## src/rtl/rtc_bcd_calendar.sv

```systemverilog
module rtc_bcd_calendar #(
  parameter int ADDR_W = 8,
  parameter logic [ADDR_W-1:0] BASE_ADDR = 8'h20
) (
  input  logic              clk,
  input  logic              rst_n,
  input  logic              tick,
  input  logic              wr_en,
  input  logic [ADDR_W-1:0] wr_addr,
  input  logic [7:0]        wr_data,
  input  logic [ADDR_W-1:0] rd_addr,
  output logic [7:0]        rd_data,
  output logic [7:0]        sec_o,
  output logic [7:0]        min_o,
  output logic [7:0]        hour_o,
  output logic [7:0]        wday_o,
  output logic [7:0]        mday_o,
  output logic [7:0]        month_o,
  output logic [7:0]        year_o
);

  localparam logic [ADDR_W-1:0] A_SEC = BASE_ADDR;
  localparam logic [ADDR_W-1:0] A_MIN = BASE_ADDR + 1;
  localparam logic [ADDR_W-1:0] A_HR  = BASE_ADDR + 2;
  localparam logic [ADDR_W-1:0] A_WD  = BASE_ADDR + 3;
  localparam logic [ADDR_W-1:0] A_MD  = BASE_ADDR + 4;
  localparam logic [ADDR_W-1:0] A_MON = BASE_ADDR + 5;
  localparam logic [ADDR_W-1:0] A_YR  = BASE_ADDR + 6;

  function automatic logic [7:0] bcd_inc(input logic [7:0] v);
    if (v[3:0] == 4'd9) return {v[7:4] + 4'd1, 4'd0};
    return {v[7:4], v[3:0] + 4'd1};
  endfunction

  logic [7:0] sec_q, min_q, hr_q, wd_q, md_q, mon_q, yr_q;

  assign sec_o   = sec_q;
  assign min_o   = min_q;
  assign hour_o  = hr_q;
  assign wday_o  = wd_q;
  assign mday_o  = md_q;
  assign month_o = mon_q;
  assign year_o  = yr_q;

  // write decode
  wire w_sec = wr_en && (wr_addr == A_SEC);
  wire w_min = wr_en && (wr_addr == A_MIN);
  wire w_hr  = wr_en && (wr_addr == A_HR);
  wire w_wd  = wr_en && (wr_addr == A_WD);
  wire w_md  = wr_en && (wr_addr == A_MD);
  wire w_mon = wr_en && (wr_addr == A_MON);
  wire w_yr  = wr_en && (wr_addr == A_YR);

  // hour step
  logic [7:0] hr_nx, inc_tmp;
  logic       day_adv;
  always_comb begin
    inc_tmp = 8'h00;
    day_adv = 1'b0;
    hr_nx   = hr_q;
    if (!hr_q[7]) begin
      day_adv = (hr_q[5:0] == 6'h23);
      inc_tmp = bcd_inc({2'b00, hr_q[5:0]});
      hr_nx   = day_adv ? 8'h00 : {2'b00, inc_tmp[5:0]};
    end else begin
      inc_tmp = bcd_inc({3'b000, hr_q[4:0]});
      if (hr_q[4:0] == 5'h11) begin
        hr_nx   = {1'b1, 1'b0, ~hr_q[5], 5'h12};
        day_adv = hr_q[5];
      end else if (hr_q[4:0] == 5'h12) begin
        hr_nx = {1'b1, 1'b0, hr_q[5], 5'h01};
      end else begin
        hr_nx = {1'b1, 1'b0, hr_q[5], inc_tmp[4:0]};
      end
    end
  end

  // month length; (10*t+u) mod 4 equals (2*t+u) mod 4
  logic [5:0] leap_sum;
  logic [7:0] last_day;
  assign leap_sum = {1'b0, yr_q[7:4], 1'b0} + {2'b00, yr_q[3:0]};
  always_comb begin
    case (mon_q)
      8'h02:                      last_day = (leap_sum[1:0] == 2'b00) ? 8'h29 : 8'h28;
      8'h04, 8'h06, 8'h09, 8'h11: last_day = 8'h30;
      default:                    last_day = 8'h31;
    endcase
  end

  // carry chain from pre-update values
  wire c_min = tick  && (sec_q == 8'h59);
  wire c_hr  = c_min && (min_q == 8'h59);
  wire c_day = c_hr  && day_adv;
  wire c_mon = c_day && (md_q == last_day);
  wire c_yr  = c_mon && (mon_q == 8'h12);

  always_ff @(posedge clk) begin
    if (!rst_n) begin
      sec_q <= 8'h00;
      min_q <= 8'h00;
      hr_q  <= 8'h00;
      wd_q  <= 8'h01;
      md_q  <= 8'h01;
      mon_q <= 8'h01;
      yr_q  <= 8'h00;
    end else begin
      if (w_sec)      sec_q <= wr_data & 8'h7F;
      else if (tick)  sec_q <= (sec_q == 8'h59) ? 8'h00 : bcd_inc(sec_q);

      if (w_min)      min_q <= wr_data & 8'h7F;
      else if (c_min) min_q <= (min_q == 8'h59) ? 8'h00 : bcd_inc(min_q);

      if (w_hr)       hr_q <= wr_data & 8'hBF;
      else if (c_hr)  hr_q <= hr_nx;

      if (w_wd)       wd_q <= wr_data & 8'h07;
      else if (c_day) wd_q <= (wd_q == 8'h07) ? 8'h01 : wd_q + 8'h01;

      if (w_md)       md_q <= wr_data & 8'h3F;
      else if (c_day) md_q <= (md_q == last_day) ? 8'h01 : bcd_inc(md_q);

      if (w_mon)      mon_q <= wr_data & 8'h1F;
      else if (c_mon) mon_q <= (mon_q == 8'h12) ? 8'h01 : bcd_inc(mon_q);

      if (w_yr)       yr_q <= wr_data;
      else if (c_yr)  yr_q <= (yr_q == 8'h99) ? 8'h00 : bcd_inc(yr_q);
    end
  end

  always_comb begin
    if      (rd_addr == A_SEC) rd_data = sec_q;
    else if (rd_addr == A_MIN) rd_data = min_q;
    else if (rd_addr == A_HR)  rd_data = hr_q;
    else if (rd_addr == A_WD)  rd_data = wd_q;
    else if (rd_addr == A_MD)  rd_data = md_q;
    else if (rd_addr == A_MON) rd_data = mon_q;
    else if (rd_addr == A_YR)  rd_data = yr_q;
    else                       rd_data = 8'h00;
  end

endmodule

```

## config.mk

```make
export PLATFORM = sky130hd
export DESIGN_NAME = rtc_bcd_calendar
export DESIGN_NICKNAME = d
export VERILOG_FILES = /design/src/rtl/rtc_bcd_calendar.sv
export SDC_FILE = /design/constraint.sdc
export NUM_CORES = 1
export LEC_CHECK = 0
export BUFFER_PORTS_ARGS = -buffer_cell sky130_fd_sc_hd__clkbuf_2
export CELL_PAD_IN_SITES_DETAIL_PLACEMENT = 1
export CELL_PAD_IN_SITES_GLOBAL_PLACEMENT = 1
export CORE_ASPECT_RATIO = 1.75
export CORE_MARGIN = 4
export CORE_UTILIZATION = 40
export DETAILED_ROUTE_END_ITERATION = 7
export PLACE_DENSITY = 0.89
export SLEW_MARGIN = 10
export SYNTH_ARGS = -nofsm -noshare
export SYNTH_HDL_FRONTEND = slang
export SYNTH_SLANG_ARGS = --single-unit
```

## constraint.sdc

```tcl
create_clock -name clk -period 2.97 [get_ports clk]
set_input_delay 0.297 -clock clk [delete_from_list [all_inputs] [get_ports clk]]
set_output_delay 0.297 -clock clk [all_outputs]
set_load 0.01 [all_outputs]
```

==> run metrics, run 1 <==
Min-Delay Path Class in2reg; Resize count post-CTS 0; post-placement worst setup slack 0.324 ns; count of state elements after synthesis 55; DRC violations left 0; number of top-level pins 92; Detail Route Antenna Nets 0; Slew headroom 39.5%; DIE HEIGHT 147 um; number of nets in the layout 705; clock sink count 55; crit path time final 2.72 ns; post-place instance area 0.00497 sq mm; pwr/cell area 327 mW/mm^2; core region area 0.0108 sq mm; layout overhead on the synthesized area 16.6%; endpoint class of the critical path flip-flop; maximum operating frequency 368 MHz; GRT Total Usage 28.1%; Async SR Flop Fraction 0%; combinational family with the most area after synthesis simple AND/OR/NAND/NOR gates; Top FF cell, synth dfxtp_1; P_leak 2.07 nW; final max-slew violation count 0; number of port buffers 90; Post-Syn Area 0.00443 sq mm; number of hold buffers added after CTS 0; average wire per standard cell 22.6 um; post-route setup slack 0.254 ns; Critical Path Source month_o[4]$_SDFFE_PN0P_; Max VDD drop 0.281 mV; CTS root buffer clkbuf_16; initial standard-cell utilization of the core 41.2%; CTS H-Tree Depth 2; clock latency on the worst-skew pair 0.31 ns; aggregate negative setup slack 0 ns; number of search-and-repair iterations in the first detailed-routing pass 4; hold violation total from the final report 0; Die Width 87.6 um; Post-Synth XOR/XNOR Area 2.57%; drt first-iter violations 208; number of buffers inserted during clock tree synthesis 5; share of cells above drive strength 1 20.2%; unrepaired setup endpoints after global routing no; proportion of synthesized area in mux cells 3.70%; worst setup path end year_o[2]$_SDFFE_PN0P_; number of setup violations in the final report 0; number of flops mapped to enable cells by yosys 0; slack of the worst reg-to-reg path 0.25 ns; number of antenna violations at the first check in global routing 0; via-per-instance ratio 6.42; largest net degree at the start of global routing 31; FF-to-FF path depth 8; cell area after layout 0.00517 sq mm; worst setup skew after layout 0.00862 ns; maximum buffer depth of the clock tree 2; Placement Rows 50; critical path fanouts, max 11; Hold Worst Slack 0.296 ns; number of non-filler instances in the completed layout 790; routability congestion estimate from global placement 0.935; slew at the pin closest to its max-slew limit 0.895 ns; number of post-CTS setup repair buffers 0; clock transition time at the flip-flop clock pins of the worst setup and hold paths 0.08 ns; Synth Area in Compound Gates 24.3%; critical path required time 3.21 ns; area share of and/or/nand/nor cells after synthesis 33.7%; number of warnings issued by yosys 0; count of vias placed by the detailed router 5075; synthesized-area fraction occupied by adder cells 5.08%; sequential share of the synthesized area 24.9%; GR Overflow Total 0; number of instances in the synthesized netlist 586; CTS tree built; count of distinct cell types in the synthesized netlist 79; number of cells after detailed placement 782; vias in the first global route 5550; drt total wl 17800 um; wire length of the first global-routing pass 28500 um; run status completed; final antenna diode count 0; mean instance size in the synthesized netlist 7.56 sq um; synthesized net count 632; startpoint kind of the worst setup timing path flip-flop; type of the worst setup path reg2reg; overall die area 0.0129 sq mm; Crit path arrival time 2.95 ns; Critical R2R Launch month_o[4]$_SDFFE_PN0P_; DPL Wire Length 13700 um; share of the cycle needed by the critical path after routing 91.4%; max cap viols 0; reg-to-reg endpoint year_o[2]$_SDFFE_PN0P_
per-stage QoR:
step / power, mW / utilization (%)
2_1_floorplan: 0.838 / -
3_3_place_gp: 0.897 / 46.2
3_5_place_dp: 0.903 / 46.2
4_1_cts: 1.69 / 48.0
5_1_grt: 1.73 / 48.0
6_report: 1.69 / 48.0
state kept, by name, indices dropped and copies added (netlist names):
| signal | flops |
|---|---|
| wday_o | 8 |
| year_o | 8 |
| min_o | 8 |
| hour_o | 7 |
| mday_o | 8 |
| month_o | 8 |
| sec_o | 8 |
cell families after synthesis:
kind of cell,after synthesis
simple gates,260
compound gates,163
buf+inv,60
flops,55
fa+ha+maj,18
mux,16
xor+xnor,13
other cells,1
worst max-delay path, cell delays in order (launching register included):
cell and delay, ns:
dfxtp_1 0.38, inv_1 0.14, ha_1 0.20, nor3b_1 0.44, nand4_1 0.23, a21oi_4 0.32
nand4_4 0.22, or4_1 0.55, a31oi_1 0.16
layer usage:
layer	vias up	track usage, %	share of wire (%)
met1	2484	28.1	35
met5	-	0	0
met3	89	4.38	4.7
met4	0	21.9	8.1
met2	194	49.6	52
li1	2308	-	-
placed cells by master (no fill, tap or decap), drive strengths merged, types with 3 or more instances in the layout:
cell    count
a211oi     12
a21o        6
a21oi      48
a22oi       4
a311oi      6
a31oi       9
and2        4
and3        5
and4        3
buf        14
clkbuf     95
dfxtp      55
ha         18
inv        21
mux2        3
mux2i      13
nand2      50
nand2b      8
nand3      30
nand3b     10
nand4      12
nand4b      4
nor2       53
nor2b      10
nor3       26
nor3b       5
nor4        5
nor4b       6
o211ai     13
o21ai      39
o31ai       7
or2         3
or3         9
or4         6
xnor2       5
xor2        8
cells in the mapped netlist, drive strengths merged, types with 6 or more instances:
cell type | number | area [sq um]
a21oi | 48 | 267
nor3 | 26 | 130
a311oi | 6 | 52.6
nor4b | 6 | 67.6
nand3b | 10 | 78.8
o211ai | 13 | 97.6
mux2i | 13 | 130
nor2 | 53 | 199
nand3 | 30 | 150
a21o | 6 | 45.0
nand2 | 50 | 188
ha | 18 | 225
nand2b | 8 | 50.1
nand4 | 12 | 96.3
or3 | 9 | 56.3
a211oi | 12 | 90.1
dfxtp | 55 | 1100
clkbuf | 26 | 97.6
o31ai | 7 | 52.6
xor2 | 8 | 70.1
o21ai | 39 | 195
a31oi | 9 | 56.3
buf | 12 | 76.3
or4 | 6 | 45.0
inv | 21 | 78.8
nor2b | 10 | 62.6
report_power, final:
part / internal (mW) / total, mW / switching (mW)
Combinational: 0.0455 / 0.141 / 0.0956
Clock: 0.485 / 0.799 / 0.314
Sequential: 0.740 / 0.748 / 0.00801
Total: 1.27 / 1.69 / 0.418
layout make-up:
class                      instances  area [sq um]
fill                            1414          5590
multi-input combinational        471          3070
sequential                        55          1100
timing repair buffer             104           556
tap                              130           163
clock buffer                       5           125
inverter                          22          82.6
clock inverter                     3          67.6
how the worst min path moves through the flow:
stage	start	to	slack (ns)	depth (start not counted)
6_report	wr_data[7]	hour_o[7]$_SDFFE_PN0P_	0.30	3
5_1_grt	wr_data[7]	hour_o[7]$_SDFFE_PN0P_	0.30	3
4_1_cts	wr_data[7]	hour_o[7]$_SDFFE_PN0P_	0.30	3
3_5_place_dp	min_o[6]$_SDFFE_PN0P_	min_o[6]$_SDFFE_PN0P_	0.56	2
3_3_place_gp	year_o[7]$_SDFFE_PN0P_	year_o[7]$_SDFFE_PN0P_	0.55	2
2_1_floorplan	wr_data[0]	mday_o[0]$_SDFFE_PN1P_	0.43	2
Power figures use the tool's default switching activity.
==> run 2: changes to the inputs <==
--- a/config.mk
+++ b/config.mk
@@ -6,13 +6,11 @@
 export NUM_CORES = 1
 export LEC_CHECK = 0
 export BUFFER_PORTS_ARGS = -buffer_cell sky130_fd_sc_hd__clkbuf_2
-export CELL_PAD_IN_SITES_DETAIL_PLACEMENT = 1
-export CELL_PAD_IN_SITES_GLOBAL_PLACEMENT = 1
 export CORE_ASPECT_RATIO = 1.75
 export CORE_MARGIN = 4
 export CORE_UTILIZATION = 40
 export DETAILED_ROUTE_END_ITERATION = 7
-export PLACE_DENSITY = 0.89
+export PLACE_DENSITY = 0.69
 export SLEW_MARGIN = 10
 export SYNTH_ARGS = -nofsm -noshare
 export SYNTH_HDL_FRONTEND = slang
==> run metrics, run 2 (synthesized netlist as in run 1, its figures left out) <==
maximum operating frequency 383 MHz; aggregate negative setup slack 0 ns; DRC violations left 0; Critical Path Source month_o[4]$_SDFFE_PN0P_; CTS tree built; slew at the pin closest to its max-slew limit 0.832 ns; number of setup violations in the final report 0; overall die area 0.0129 sq mm; largest net degree at the start of global routing 31; P_leak 2.04 nW; Cell Chain, Critical Path inv_1 > ha_1 > nor3b_1 > nand4_1 > a21oi_4 > nand4_4 > or4_1 > a31oi_1; number of non-filler instances in the completed layout 789; crit path time final 2.61 ns; Max VDD drop 0.225 mV; DPL Wire Length 11900 um; DIE HEIGHT 147 um; number of nets in the layout 704; Die Width 87.6 um; number of buffers inserted during clock tree synthesis 5; via-per-instance ratio 6.13; max cap viols 0; unrepaired setup endpoints after global routing no; clock transition time at the flip-flop clock pins of the worst setup and hold paths 0.08 ns; vias in the first global route 4703; Crit path arrival time 2.84 ns; endpoint class of the critical path flip-flop; final max-slew violation count 0; routability congestion estimate from global placement 0.895; Resize count post-CTS 0; critical path required time 3.20 ns; count of vias placed by the detailed router 4834; type of the worst setup path reg2reg; commonest cells after routing, fill and taps aside 90 x clkbuf_2, 55 x dfxtp_1, 53 x nor2_1; most common library cell in the layout ignoring fill and taps clkbuf_2; pwr/cell area 293 mW/mm^2; maximum buffer depth of the clock tree 2; Placement Rows 50; number of hold buffers added after CTS 0; number of cells after detailed placement 781; GRT Total Usage 23.3%; hold violation total from the final report 0; core region area 0.0108 sq mm; FILL cells 1134; CTS H-Tree Depth 2; share of cells above drive strength 1 19.7%; run status completed; worst setup skew after layout 0.00663 ns; FF-to-FF path depth 8; reg-to-reg endpoint year_o[2]$_SDFFE_PN0P_; worst setup path end year_o[2]$_SDFFE_PN0P_; drt first-iter violations 325; cell at the slowest stage of the critical path or4_1; number of antenna violations at the first check in global routing 0; share of the cycle needed by the critical path after routing 88.0%; Min-Delay Path Class in2reg; startpoint kind of the worst setup timing path flip-flop; Detail Route Antenna Nets 0; slack of the worst reg-to-reg path 0.36 ns; wire length of the first global-routing pass 23800 um; clock latency on the worst-skew pair 0.30 ns; average wire per standard cell 19.3 um; drt total wl 15300 um; number of top-level pins 92; final antenna diode count 0; GR Overflow Total 0; critical path fanouts, max 11; CP max stage delay 0.55 ns; CTS root buffer clkbuf_16; number of search-and-repair iterations in the first detailed-routing pass 5; layout overhead on the synthesized area 15.2%; number of port buffers 90; number of post-CTS setup repair buffers 0; clock sink count 55; Critical R2R Launch month_o[4]$_SDFFE_PN0P_; Slew headroom 44.1%; initial standard-cell utilization of the core 41.2%
==> run 2: changes by cell type in the layout (fill, tap and decap cells not counted), sizes merged <==
cell / before / now
clkinv: 1 / 2
buf: 14 / 13
clkinvlp: 1 / 0
bufinv: 2 / 0
clkbuf: 95 / 97
==> run 2: final cells by class <==
class	instances	area (sq um)	area share [%]
clock inverter	1	5.00	0.0980
sequential	55	1100	21.6
inverter	22	82.6	1.62
clock buffer	7	133	2.60
multi-input combinational	471	3070	60.2
tap	130	163	3.19
timing repair buffer	103	548	10.7
==> run 2: how the worst min path moves through the flow <==
stage	depth (start not counted)	end	from	slack, ns
floorplan	2	mday_o[0]$_SDFFE_PN1P_	wr_data[0]	0.43
global placement	2	month_o[7]$_SDFFE_PP0P_	month_o[7]$_SDFFE_PP0P_	0.55
detailed placement	2	month_o[7]$_SDFFE_PP0P_	month_o[7]$_SDFFE_PP0P_	0.55
CTS	3	hour_o[7]$_SDFFE_PN0P_	wr_data[7]	0.30
global route	3	hour_o[7]$_SDFFE_PN0P_	wr_data[7]	0.32
finish	3	hour_o[7]$_SDFFE_PN0P_	wr_data[7]	0.32
==> run 2: metal layers <==
layer | GRT usage, % | part of all wire [%] | wire [um] | up-vias
li1 | - | - | - | 2316
met5 | 0 | 0 | 0 | -
met2 | 42.9 | 54 | 8280 | 163
met4 | 12.2 | 4.4 | 670 | 0
met3 | 3.09 | 4.5 | 693 | 48
met1 | 24.7 | 37 | 5620 | 2307
==> run 2: where the power goes <==
part | internal (mW) | switching [mW]
clock | 0.314 | 0.297
sequential | 0.740 | 0.00787
combinational | 0.0450 | 0.0898
==> run 2: per-stage QoR <==
step	total power [mW]	util [%]	hold slack [ns]	instance area (sq um)	worst slack (ns)
final	1.49	47.4	0.316	5100	0.358
after floorplan	0.838	-	0.428	4430	0.608
after CTS	1.50	47.4	0.297	5100	0.384
after global routing	1.53	47.4	0.320	5100	0.0844
after detailed placement	0.898	46.2	0.550	4970	0.418
after global placement	0.896	46.2	0.545	4970	0.477
==> run 2: worst max-delay path: cells and delay by family, from the launching register on <==
family / cells / cell delay [ns]
DFF: 1 / 0.37
buffers and inverters: 1 / 0.12
and+or+nand+nor: 4 / 1.42
adders and majority gates: 1 / 0.18
AOI/OAI and AO/OA: 2 / 0.46
==> run 3: changes to the inputs <==
--- a/config.mk
+++ b/config.mk
@@ -10,6 +10,7 @@
 export CORE_MARGIN = 4
 export CORE_UTILIZATION = 40
 export DETAILED_ROUTE_END_ITERATION = 7
+export MAX_ROUTING_LAYER = met4
 export PLACE_DENSITY = 0.69
 export SLEW_MARGIN = 10
 export SYNTH_ARGS = -nofsm -noshare
==> constraint.sdc (replaced) <==
create_clock -name clk -period 2.92 [get_ports clk]
set_input_delay 0.292 -clock clk [delete_from_list [all_inputs] [get_ports clk]]
set_output_delay 0.292 -clock clk [all_outputs]
set_load 0.01 [all_outputs]
==> run metrics, run 3 (synthesized netlist as in run 1, its figures left out) <==
drt total wl 15400 um; endpoint class of the critical path flip-flop; average wire per standard cell 19.5 um; max cap viols 0; count of vias placed by the detailed router 4983; number of cells after detailed placement 780; type of the worst setup path reg2reg; CTS H-Tree Depth 2; GR Overflow Total 0; clock sink count 55; number of port buffers 90; critical path required time 3.16 ns; Min-Delay Path Class in2reg; routability congestion estimate from global placement 0.910; CTS tree built; clock transition time at the flip-flop clock pins of the worst setup and hold paths 0.07 ns; via-per-instance ratio 6.32; number of post-CTS setup repair buffers 0; hold violation total from the final report 0; Crit path arrival time 2.90 ns; aggregate negative setup slack 0 ns; share of cells above drive strength 1 19.8%; run status completed; Resize count post-CTS 0; commonest cells after routing, fill and taps aside 90 x clkbuf_2, 55 x dfxtp_1, 53 x nor2_1; Placement Rows 50; initial standard-cell utilization of the core 41.2%; Hold Worst Slack 0.265 ns; pwr/cell area 305 mW/mm^2; critical path fanouts, max 7; final antenna diode count 0; number of nets in the layout 703; number of setup violations in the final report 0; most common library cell in the layout ignoring fill and taps clkbuf_2; Detail Route Antenna Nets 0; clock latency on the worst-skew pair 0.30 ns; CTS root buffer clkbuf_16; overall die area 0.0129 sq mm; number of buffers inserted during clock tree synthesis 5; GRT Total Usage 24.5%; Die Width 87.6 um; area taken by multi-input logic gates 0.00307 sq mm; FILL cells 1101; share of the cycle needed by the critical path after routing 91.1%; DPL Wire Length 11900 um; drt first-iter violations 390; P_leak 2.05 nW; Slew headroom 43.8%; DRC violations left 0; DIE HEIGHT 147 um; number of top-level pins 92; number of antenna violations at the first check in global routing 0; number of hold buffers added after CTS 0; sequential standard cell area 0.00110 sq mm; Max VDD drop 0.239 mV; final max-slew violation count 0; unrepaired setup endpoints after global routing no; wire length of the first global-routing pass 24000 um; layout overhead on the synthesized area 15.5%; slew at the pin closest to its max-slew limit 0.836 ns; core region area 0.0108 sq mm; largest net degree at the start of global routing 31; maximum buffer depth of the clock tree 2; number of non-filler instances in the completed layout 788; crit path time final 2.66 ns; startpoint kind of the worst setup timing path flip-flop; maximum operating frequency 376 MHz; worst setup skew after layout 0.00730 ns; number of search-and-repair iterations in the first detailed-routing pass 5; vias in the first global route 4659
==> run 3: worst paths after layout <==
check | from | to | slack, ns | cells past startpoint
worst max-delay path | sec_o[0]$_SDFFE_PN0P_ | month_o[3]$_SDFFE_PN0P_ | 0.26 | 7
worst min-delay path | wr_data[7] | hour_o[7]$_SDFFE_PN0P_ | 0.27 | 3
worst min register to register | hour_o[4]$_SDFFE_PN0P_ | hour_o[4]$_SDFFE_PN0P_ | 0.57 | 2
worst max register to register | sec_o[0]$_SDFFE_PN0P_ | month_o[3]$_SDFFE_PN0P_ | 0.26 | 7
==> run 3: stage by stage <==
step | setup WS (ns) | power [mW] | utilization, % | cell area (sq um)
6_report | 0.259 | 1.56 | 47.5 | 5120
5_1_grt | 0.130 | 1.62 | 47.5 | 5120
4_1_cts | 0.335 | 1.57 | 47.5 | 5120
3_5_place_dp | 0.348 | 0.914 | 46.1 | 4960
3_3_place_gp | 0.437 | 0.911 | 46.1 | 4960
2_1_floorplan | 0.558 | 0.852 | - | 4430
==> run 3: critical path, stage by stage (launching register included) <==
cell and delay (ns):
dfxtp_1 0.47, ha_1 0.30, nand4b_4 0.17, nor4_2 0.44
and2_1 0.43, nand4_2 0.28, or3_1 0.45, nand3_1 0.07
==> run 3: layer usage <==
layer | global-route usage, % | vias to the layer above | share of wire (%)
met2 | 42.0 | 250 | 52
met3 | 2.53 | 86 | 5.6
met4 | 15.8 | 0 | 6.9
met1 | 25.9 | 2334 | 35
li1 | - | 2313 | -
met5 | - | - | 0
==> run 3: cell type report <==
cell class,instances,area share (%)
Inverter,22,1.61
Tap cell,130,3.18
Sequential cell,55,21.5
Multi-Input combinational cell,471,60.1
Clock buffer,8,3.06
Timing Repair Buffer,102,10.6
==> run 3: power breakdown <==
part | leakage (nW) | switching [mW] | internal [mW]
Sequential | 0.443 | 0.00822 | 0.753
Clock | 0.0772 | 0.292 | 0.367
Combinational | 1.53 | 0.0925 | 0.0459
Total | 2.05 | 0.393 | 1.17
